File: src/rtl/raster_pkg.sv
package raster_pkg;
    typedef enum logic [1:0] {
        RG_VISIBLE   = 2'd0,
        RG_POSTIDLE  = 2'd1,
        RG_VBLANK    = 2'd2,
        RG_PRERENDER = 2'd3
    } region_t;
endpackage

File: src/rtl/raster_pos_ctr.sv
module raster_pos_ctr #(
    parameter int P_DOTS  = 341,
    parameter int P_LINES = 262,
    parameter int DOT_W   = 9,
    parameter int LINE_W  = 9
) (
    input  logic              clk,
    input  logic              rst_n,
    input  logic              skip_last,
    output logic [DOT_W-1:0]  dot,
    output logic [LINE_W-1:0] line,
    output logic              line_end,
    output logic              odd_frame
);
    localparam logic [DOT_W-1:0]  LAST_DOT  = DOT_W'(P_DOTS - 1);
    localparam logic [DOT_W-1:0]  SKIP_DOT  = DOT_W'(P_DOTS - 2);
    localparam logic [LINE_W-1:0] LAST_LINE = LINE_W'(P_LINES - 1);

    logic frame_end;

    // A line closes at its last dot, or one dot early when a skip is allowed
    assign line_end  = (dot == LAST_DOT) || (skip_last && (dot == SKIP_DOT));
    assign frame_end = line_end && (line == LAST_LINE);

    always_ff @(posedge clk) begin
        if (!rst_n) begin
            dot       <= '0;
            line      <= '0;
            odd_frame <= 1'b0;
        end else begin
            if (line_end) begin
                dot  <= '0;
                line <= frame_end ? '0 : line + LINE_W'(1);
            end else begin
                dot <= dot + DOT_W'(1);
            end
            if (frame_end)
                odd_frame <= ~odd_frame;
        end
    end
endmodule

File: src/rtl/raster_cpu_div.sv
module raster_cpu_div #(
    parameter int P_DIV = 3
) (
    input  logic clk,
    input  logic rst_n,
    output logic tick
);
    localparam int PH_W = (P_DIV > 2) ? $clog2(P_DIV) : 1;
    localparam logic [PH_W-1:0] LAST_PH = PH_W'(P_DIV - 1);

    logic [PH_W-1:0] phase;

    always_ff @(posedge clk) begin
        if (!rst_n)
            phase <= '0;
        else if (phase == LAST_PH)
            phase <= '0;
        else
            phase <= phase + PH_W'(1);
    end

    assign tick = (phase == '0);
endmodule

File: src/rtl/raster_vblank_flag.sv
module raster_vblank_flag (
    input  logic clk,
    input  logic rst_n,
    input  logic set_p,
    input  logic clr_p,
    output logic flag
);
    // Setting takes priority over any clear in the same cycle
    always_ff @(posedge clk) begin
        if (!rst_n)
            flag <= 1'b0;
        else if (set_p)
            flag <= 1'b1;
        else if (clr_p)
            flag <= 1'b0;
    end
endmodule

File: src/rtl/raster_timing_gen.sv
module raster_timing_gen
    import raster_pkg::*;
#(
    parameter int P_DOTS      = 341,
    parameter int P_LINES     = 262,
    parameter int P_VIS_LINES = 240,
    parameter int P_DIV       = 3,
    parameter int DOT_W       = $clog2(P_DOTS),
    parameter int LINE_W      = $clog2(P_LINES)
) (
    input  logic              clk,
    input  logic              rst_n,
    input  logic              render_en,
    input  logic              irq_en,
    input  logic              flag_clr,
    output logic [DOT_W-1:0]  dot,
    output logic [LINE_W-1:0] line,
    output logic              is_visible,
    output logic              is_postidle,
    output logic              is_vblank,
    output logic              is_prerender,
    output logic              vblank_flag,
    output logic              irq,
    output logic              odd_frame,
    output logic              cpu_tick
);
    localparam logic [LINE_W-1:0] LAST_VIS  = LINE_W'(P_VIS_LINES - 1);
    localparam logic [LINE_W-1:0] VBL_LINE  = LINE_W'(P_VIS_LINES + 1);
    localparam logic [LINE_W-1:0] LAST_VBL  = LINE_W'(P_LINES - 2);
    localparam logic [LINE_W-1:0] PRE_LINE  = LINE_W'(P_LINES - 1);
    localparam logic [DOT_W-1:0]  FLAG_DOT  = DOT_W'(1);

    region_t state, state_nx;
    logic    line_end;
    logic    skip_last;
    logic    set_p, clr_p;

    assign skip_last = (state == RG_PRERENDER) && odd_frame && render_en;

    raster_pos_ctr #(
        .P_DOTS(P_DOTS), .P_LINES(P_LINES), .DOT_W(DOT_W), .LINE_W(LINE_W)
    ) u_pos (
        .clk(clk), .rst_n(rst_n), .skip_last(skip_last),
        .dot(dot), .line(line), .line_end(line_end), .odd_frame(odd_frame)
    );

    raster_cpu_div #(.P_DIV(P_DIV)) u_div (
        .clk(clk), .rst_n(rst_n), .tick(cpu_tick)
    );

    // Region state machine: transitions only at a line end
    always_comb begin
        state_nx = state;
        unique case (state)
            RG_VISIBLE:   if (line_end && line == LAST_VIS) state_nx = RG_POSTIDLE;
            RG_POSTIDLE:  if (line_end)                     state_nx = RG_VBLANK;
            RG_VBLANK:    if (line_end && line == LAST_VBL) state_nx = RG_PRERENDER;
            RG_PRERENDER: if (line_end)                     state_nx = RG_VISIBLE;
        endcase
    end

    always_ff @(posedge clk) begin
        if (!rst_n)
            state <= RG_VISIBLE;
        else
            state <= state_nx;
    end

    // Output decode
    always_comb begin
        is_visible   = 1'b0;
        is_postidle  = 1'b0;
        is_vblank    = 1'b0;
        is_prerender = 1'b0;
        unique case (state)
            RG_VISIBLE:   is_visible   = 1'b1;
            RG_POSTIDLE:  is_postidle  = 1'b1;
            RG_VBLANK:    is_vblank    = 1'b1;
            RG_PRERENDER: is_prerender = 1'b1;
        endcase
    end

    assign set_p = (state == RG_VBLANK) && (line == VBL_LINE) && (dot == FLAG_DOT);
    assign clr_p = flag_clr || ((state == RG_PRERENDER) && (line == PRE_LINE) && (dot == FLAG_DOT));

    raster_vblank_flag u_flag (
        .clk(clk), .rst_n(rst_n), .set_p(set_p), .clr_p(clr_p), .flag(vblank_flag)
    );

    assign irq = vblank_flag & irq_en;
endmodule

File: config.mk
export PLATFORM = sky130hd
export DESIGN_NAME = raster_timing_gen
export DESIGN_NICKNAME = d
export VERILOG_FILES = /design/src/rtl/raster_pkg.sv /design/src/rtl/raster_pos_ctr.sv /design/src/rtl/raster_cpu_div.sv /design/src/rtl/raster_vblank_flag.sv /design/src/rtl/raster_timing_gen.sv
export SDC_FILE = /design/constraint.sdc
export NUM_CORES = 1
export LEC_CHECK = 0
export BUFFER_PORTS_ARGS = -buffer_cell sky130_fd_sc_hd__buf_4
export CELL_PAD_IN_SITES_DETAIL_PLACEMENT = 1
export CELL_PAD_IN_SITES_GLOBAL_PLACEMENT = 2
export CORE_ASPECT_RATIO = 0.6
export CORE_UTILIZATION = 32
export CTS_BUF_LIST = sky130_fd_sc_hd__clkbuf_4
export DETAILED_ROUTE_END_ITERATION = 10
export PLACE_DENSITY_LB_ADDON = 0.25
export SETUP_SLACK_MARGIN = 0.5
export SYNTH_ARGS = -nofsm -noshare
export SYNTH_HDL_FRONTEND = slang
export SYNTH_SLANG_ARGS = --single-unit
export TNS_END_PERCENT = 30
File: constraint.sdc
create_clock -name clk -period 2.7 [get_ports clk]
set_clock_uncertainty 0.1 [all_clocks]
set_input_delay 0.81 -clock clk [delete_from_list [all_inputs] [get_ports clk]]
set_output_delay 0.81 -clock clk [all_outputs]
set_load 0.01 [all_outputs]
### Word level (Yosys, flattened, before mapping)

Index checks and enable logic that the tools add are counted.

| storage, ports and cells | value |
|---|---|
| bits in registers | 24 |
| input bits | 5 |
| word-level logic and storage cells | 57 |

| operators by class | value |
|---|---|
| $add $sub $neg | 3 |
| equality and inequality tests | 15 |
| mux-type cells | 12 |
| bitwise operators | 3 |
| reduce and logical (&&, ||, !) cells | 18 |

Operator list:

| operator | number |
|---|---|
| equality test 9 bit (second input constant) | 4 |
| adder 9 x 1 -> 9 bit (second input constant) | 2 |
| equality test 9 x 8 -> 1 bit (second input constant) | 2 |
| logical AND 1 bit | 10 |
| equality test 9 x 1 -> 1 bit (second input constant) | 1 |
| 2-to-1 mux 9 bit | 1 |
| 2-to-1 mux 2 bit | 4 |
| != test 2 bit (second input constant) | 4 |
| one-hot mux 2 bit (4 select lines) | 1 |
| equality test 2 bit (second input constant) | 3 |
| 2-to-1 mux 1 bit | 6 |
| zero test 2 bit | 2 |
| AND reduction 4 bit | 1 |
| OR reduction 2 bit | 2 |
| adder 2 x 1 -> 2 bit (second input constant) | 1 |
| equality test 2 x 1 -> 1 bit (second input constant) | 1 |
| logical OR 1 bit | 2 |
| NOT 1 bit | 2 |
| nonzero test 2 bit | 1 |
| bitwise AND 1 bit | 1 |

### Depth between registers and ports, before layout

Gate-level depths: netlist of run 1.

| depth | value |
|---|---|
| depth after elaboration | 8 |
| depth in mapped cells | 9 |
| gate-level depth less buffers | 7 |

### Modules after synthesis

From an unflattened synthesis of run 1, not the netlist that was laid out.

| second synthesis, totals | value |
|---|---|
| cells, all modules | 150 |
| area total of the unflattened synthesis | 1,310.0 um^2 |

Modules (own cells, without submodules):

| module | instances | cells an instance | area an instance (um^2) | seq. area each (um^2) |
|---|---|---|---|---|
| raster_pos_ctr | 1 | 105 | 903.4 | 380.4 |
| raster_timing_gen | 1 | 34 | 271.5 | 40.0 |
| raster_cpu_div | 1 | 8 | 93.8 | 40.0 |
| raster_vblank_flag | 1 | 3 | 41.3 | 20.0 |

### Worst setup path before layout of run 1

Ideal clock, no wire load.

| timing path | value |
|---|---|
| kind | input-to-reg |
| start | input port render_en |
| end | register state[1] |
| setup time | 0.072 ns |
| arrival | 2.159 ns |
| path slack | 0.369 ns |
| stages on the path | 5 |
| cells stage by stage | a41oi_1 > or3_4 > or3_1 > a221oi_2 > mux2i_1 |

| between the ends | value |
|---|---|
| cells in the longest elaborated chain, start to end | 6 |

Ends and longest elaborated chain:

| element | RTL line | source |
|---|---|---|
| from (decl) | raster_timing_gen.sv:13 | `input logic render_en,` |
| logical AND 1 bit (*) | raster_timing_gen.sv:38 | `assign skip_last = (state == RG_PRERENDER) && odd_frame && render_en;` |
| logical AND 1 bit (*) | raster_pos_ctr.sv:22 | `assign line_end = (dot == LAST_DOT) \|\| (skip_last && (dot == SKIP_DOT));` |
| logical OR 1 bit (*) | raster_pos_ctr.sv:22 |  |
| logical AND 1 bit (on tied branches) | raster_timing_gen.sv:57, raster_timing_gen.sv:55 |  |
| != test 2 bit (no line) | n/a |  |
| AND reduction 4 bit (no line) (*) | n/a |  |
| to (signal assigned) | raster_timing_gen.sv:66 | `state <= state_nx;` |
| to (decl) | raster_timing_gen.sv:33 | `region_t state, state_nx;` |

Mark *: on every way between the ends. The rest lies on a longest branch, timed or not.
A chain may end at the register's enable or synchronous reset.

### Worst setup path after layout of run 1

| timing path | value |
|---|---|
| start | register u_pos.dot[0] |
| end | register state[1] |

| between the ends | value |
|---|---|
| cells in the longest elaborated chain, start to end | 6 |

Ends and longest elaborated chain:

| element | RTL line | source |
|---|---|---|
| from (decl) | raster_pos_ctr.sv:10 | `output logic [DOT_W-1:0] dot,` |
| from (signal assigned) | raster_pos_ctr.sv:35 | `dot <= dot + DOT_W'(1);` |
| equality test 9 bit | raster_pos_ctr.sv:22 |  |
| logical AND 1 bit | raster_pos_ctr.sv:22 |  |
| logical OR 1 bit (*) | raster_pos_ctr.sv:22 |  |
| logical AND 1 bit (on tied branches) | raster_timing_gen.sv:57, raster_timing_gen.sv:55 |  |
| != test 2 bit (no line) | n/a |  |
| AND reduction 4 bit (no line) (*) | n/a |  |

Marked as above.

==> results of run 1 <==
cell type report:
type	count	area [µm²]
clock buffer	3	22.5
sequential	24	495
inverter	9	33.8
multi-input combinational	104	811
timing repair buffer	32	240
fill	430	2080
tap	47	58.8
clock inverter	1	3.75
through the flow:
step / instances / area, µm² / setup WS, ns
6_report: 220 / 1670 / 0.578
5_1_grt: 220 / 1670 / 0.509
4_1_cts: 219 / 1620 / 0.501
3_5_place_dp: 215 / 1570 / 0.266
3_3_place_gp: 215 / 1570 / 0.310
2_1_floorplan: 141 / 1310 / 0.442
worst max path at each step:
stage | slack [ns] | endpoint | startpoint
after floorplan | 0.44 | state[1] | render_en
after global placement | 0.31 | u_pos.line[7] | render_en
after detailed placement | 0.27 | state[1] | render_en
after CTS | 0.50 | state[1] | u_pos.dot[0]
after global routing | 0.51 | state[1] | u_pos.dot[0]
final | 0.58 | state[1] | u_pos.dot[0]
layer usage:
| layer | global-route usage | share of wire |
|---|---|---|
| met1 | 0.245 | 0.54 |
| met2 | 0.240 | 0.41 |
| met3 | 0.0404 | 0.046 |
| met4 | 0.0339 | 0.0047 |
| met5 | 0 | 0 |
critical path, delay by kind of cell (launching register included):
family          cells  cell delay, ns
flops               1            0.41
compound gates      2            0.43
simple gates        2            0.75
mux                 1            0.21
fa+ha+maj           1            0.17
where the power goes:
part | switching (mW) | internal, mW | total [mW]
Combinational | 0.0281 | 0.0287 | 0.0569
Sequential | 0.00988 | 0.362 | 0.372
Clock | 0.112 | 0.0541 | 0.166
Total | 0.150 | 0.445 | 0.595
registers in the layout (all words and copies together) (netlist names):
register and cells:
u_pos.dot 9, state 2, u_pos.line 9, u_flag.flag 1
u_div.phase 2, u_pos.odd_frame 1
logic make-up after synthesis:
kind of cell	share of synthesized area
AND/OR/NAND/NOR	0.288
flip-flops	0.375
XOR/XNOR	0.109
buffers and inverters	0.0478
adder cells (fa/ha/maj)	0.117
AO/OA/AOI/OAI	0.0478
multiplexers	0.0156
placed cells by master, fill, tap and decap left out, drive strengths merged, types with 3 or more instances in the layout:
cell    count
nor3        7
dfxtp      24
ha         12
nand4       6
xnor2      11
buf        32
nand3       7
and3        4
nor2       23
xor2        5
inv         9
nand2       6
clkbuf      3
or3         3
repair_timing:
item                                    4_1_cts  5_1_grt
buffers inserted                              0        1
endpoints found under the setup margin       20       16
pin swaps                                     1        1
resized for setup                             8        9
==> metrics.txt, run 1 <==
Syn-to-layout area delta=29.9%; core area=3740 µm²; largest net degree at the start of global routing=14; Worst path most repeated cell=or3_4; # DRC=0; Detail Route Antenna Nets=0; # diodes=0; CTS tree=yes; Worst Hold Path EP=u_div.phase[0]; IO buf count=30; #FFs+latches synth=24; Post-synth ARST share=0; drt initial violations=96; first-pass GRT wire length=5430 µm; register area share after synthesis=0.375; Final Power=595 µW; Final setup viols=0; RSZ-0062 raised after global routing=no; worst hold start=u_div.phase[0]; maximum buffer depth of the clock tree=2; Cell variety after synth=33; initial antenna violation count=0; Pwr Density=357 nW/µm²; All-Layer GR Usage=0.165; CTS Buf Count=3; worst-path cell chain=ha_4 > a41oi_2 > or3_4 > or3_4 > a221oi_4 > mux2i_1; worst hold path depth=1; endpoints failing hold=0; DR vias=1069; final slew viol count=0; chip width=83.7 µm; worst r2r src=u_pos.dot[0]; CP Class=reg -> reg; max_cap viols=0; Root Driver=clkbuf_4; main flop type after synthesis=dfxtp_1; EDFF count, synth=0; Worst R2R Path Depth=6; status=completed; fin nets=191; CP max stage delay=0.41 ns; gr ovfl total=0; Worst-Margin Slew=0.338 ns; CP arrival=2.28 ns; Max VDD drop=0.000192 V; TritonRoute pass-1 iters=4; vias per cell=4.86; minimum clock period=2.12 ns; Mapped Area=1280 µm²; Area contributors post-synth=dfxtp_1, ha_1, xnor2_1; CTS clock-pin slew for the worst setup and hold paths=0.14 ns; Placement Rows=17; Synth Instances=141; setup TNS=0 ns; slowest stage cell, crit path=dfxtp_4; Worst Setup Start Kind=register; H-tree levels=1; clk_lat worst skew=0.32 ns; Hold Buf Count CTS=0; Synth top area share=0.375; Worst Path Required=2.86 ns; clock sinks=24; largest fanout on the critical path=6; Rel. slew slack=0.774; Die Ht=51.0 µm; Hold WC Path Type=reg -> reg; period utilization=0.786; synthesized area per cell=9.10 µm²; DP Wirelength=2480 µm; R2R Setup Slk=0.58 ns; layout cells sized above 1=0.306; initial core utilization=0.343; Synth top cells by count=dfxtp_1, nor2_1, ha_1, xnor2_1, inv_1; Pleak=0.673 nW; final core occ=0.445; Boundary Pins=31; number of global-route vias before repair=1034; crit end category=register; final hold slack=0.332 ns; most frequent cell after synthesis=dfxtp_1; DIE AREA=4270 µm²; drt total wl=3210 µm; yosys warns=0; Yosys top cell by area=dfxtp_1; Synthesized Nets=158; f_max=471 MHz; worst r2r dst=state[1]; DR WL/cell=14.6 µm; routability cong.=0.722
Power figures use the tool's default switching activity.
==> run 2, diff against run 1 <==
- CORE_UTILIZATION: 32 -> 29
- clock period: 2.7 -> 1.9 ns (I/O delays scaled with it)
==> run 2 against run 1 <==
Effect of this change:
- the run now ends with negative setup slack left
- combinational power is 140% higher
- final area is 28% higher
- global-route usage is 1.2 points higher
==> metrics.txt, run 2 (synthesis results as in run 1) <==
Worst-Margin Slew=0.285 ns (-0.0533 ns); largest net degree at the start of global routing=14 (unchanged); Metal-1 WL=1910 µm (+11%); met3 WL post-DR=131 µm (-11%); biggest regs=u_pos.dot: 9 flops, u_pos.line: 9 flops; drt initial violations=27 (-72%); CTS tree=yes; worst-path cell chain=ha_4 > a41oi_2 > or3_4 > or3_4 > a221oi_4 > mux2i_1; # DRC=0 (unchanged); metal2 WL=1980 µm (+50%); CTS Buf Count=3 (unchanged); All-Layer GR Usage=0.177 (+0.0116); most frequent cells in the layout=buf_4, dfxtp_1, nor2_1; H-tree levels=1 (unchanged); CP Class=reg -> reg; Boundary Pins=31 (unchanged); pre-CTS WS=-0.394 ns (-0.660 ns); crit end category=register; first-pass GRT wire length=6130 µm (+13%); crit-path leading delay family=simple AND/OR/NAND/NOR gates; Worst Setup Start Kind=register; Hold Buf Count CTS=0 (unchanged); initial antenna violation count=0 (unchanged); Root Driver=clkbuf_4; Syn-to-layout area delta=66.3%; Worst path most repeated cell=or3_4; gr ovfl total=0 (unchanged); fin nets=223 (+17%); Hold WC Path Type=reg -> reg; routability cong.=0.747 (+3.5%); final slew viol count=0 (unchanged); drt total wl=4040 µm (+26%); FILL cells=481 (+12%); CP max stage delay=0.41 ns (about the same); CTS clock-pin slew for the worst setup and hold paths=0.14 ns (about the same); slowest stage cell, crit path=or3_4; clk_lat worst skew=0.33 ns (about the same); most common cell after layout, fill and taps aside=buf_4; endpoints failing hold=0 (unchanged); core area=4170 µm² (+11%); layout cells sized above 1=0.551 (+0.245); number of global-route vias before repair=1229 (+19%); clock sinks=24 (unchanged); Reg area=498 µm² (+0.51%); highest routed layer=met4; DR WL/cell=15.3 µm (+4.6%); multi-input logic area=972 µm² (+20%); # diodes=0 (unchanged); initial core utilization=0.308 (-0.0348); IO buf count=30 (unchanged); vias per cell=4.68 (-3.6%); final core occ=0.512 (+0.0672); fin worst setup slack=-0.188 ns (-0.766 ns); Detail Route Antenna Nets=0 (unchanged); maximum buffer depth of the clock tree=2 (unchanged); period utilization=1.10 (+0.313); status=complete, but fails checks; Pwr Density=436 nW/µm² (+22%); max_cap viols=0 (unchanged); Buf/Inv on CP=0 (unchanged); TritonRoute pass-1 iters=4 (unchanged); Max VDD drop=0.000289 V (+51%); Final setup viols=23 (+23); failing checks=negative setup slack; chip width=87.9 µm (+4.9%); RSZ-0062 raised after global routing=yes; DIE AREA=4700 µm² (+10%); Placement Rows=18 (+1); Die Ht=53.5 µm (+4.8%); Rel. slew slack=0.810 (+0.0358); minimum clock period=2.09 ns (-0.0340 ns); CP arrival=2.26 ns (-0.02 ns); f_max=479 MHz (+1.6%); Worst Path Required=2.07 ns (-0.79 ns); DP Wirelength=2890 µm (+17%); DR vias=1241 (+16%); largest fanout on the critical path=2 (-4); Pleak=0.850 nW (+26%)
run 2: timing repair:
item | CTS | global route
endpoints found under the setup margin | 48 | 48
pin swaps | 11 | 11
gates resized for setup | 36 | 26
cloned | 1 | 0
setup buffers | 4 | 3
run 2: worst paths after layout:
kind / from / to / slack, ns / cells past startpoint
worst max register to register: state[0] / state[1] / -0.19 / 6
worst min-delay path: u_div.phase[0] / u_div.phase[0] / 0.33 / 1
worst min register to register: u_div.phase[0] / u_div.phase[0] / 0.33 / 1
worst max-delay path: state[0] / state[1] / -0.19 / 6
run 2: area by class of cell:
class,count,area share
multi-input combinational,105,0.456
timing repair buffer,63,0.245
sequential,24,0.233
tap,60,0.0352
inverter,9,0.0170
clock buffer,4,0.0141
run 2: stage by stage:
step	TNS [ns]	cells	area (µm²)	hold WS [ns]	total power, mW
final	-2.11	265	2130	0.334	0.931
after global routing	-3.43	265	2130	0.350	0.973
after CTS	-1.66	262	2000	0.331	0.927
after detailed placement	-6.91	253	1800	0.321	0.637
after global placement	-5.43	253	1800	0.307	0.631
after floorplan	-0.879	141	1350	0.297	0.590
run 2: report_power, final:
group	leakage [nW]	switching [mW]	total (mW)	internal, mW
Combinational	0.633	0.0609	0.136	0.0751
Sequential	0.198	0.0154	0.533	0.518
Clock	0.0184	0.165	0.261	0.0967
run 2: layer usage:
metal | up-vias | GRT usage
met5 | - | 0
met4 | 0 | 0.0328
met3 | 4 | 0.0374
met2 | 22 | 0.300
met1 | 607 | 0.234
li1 | 608 | -
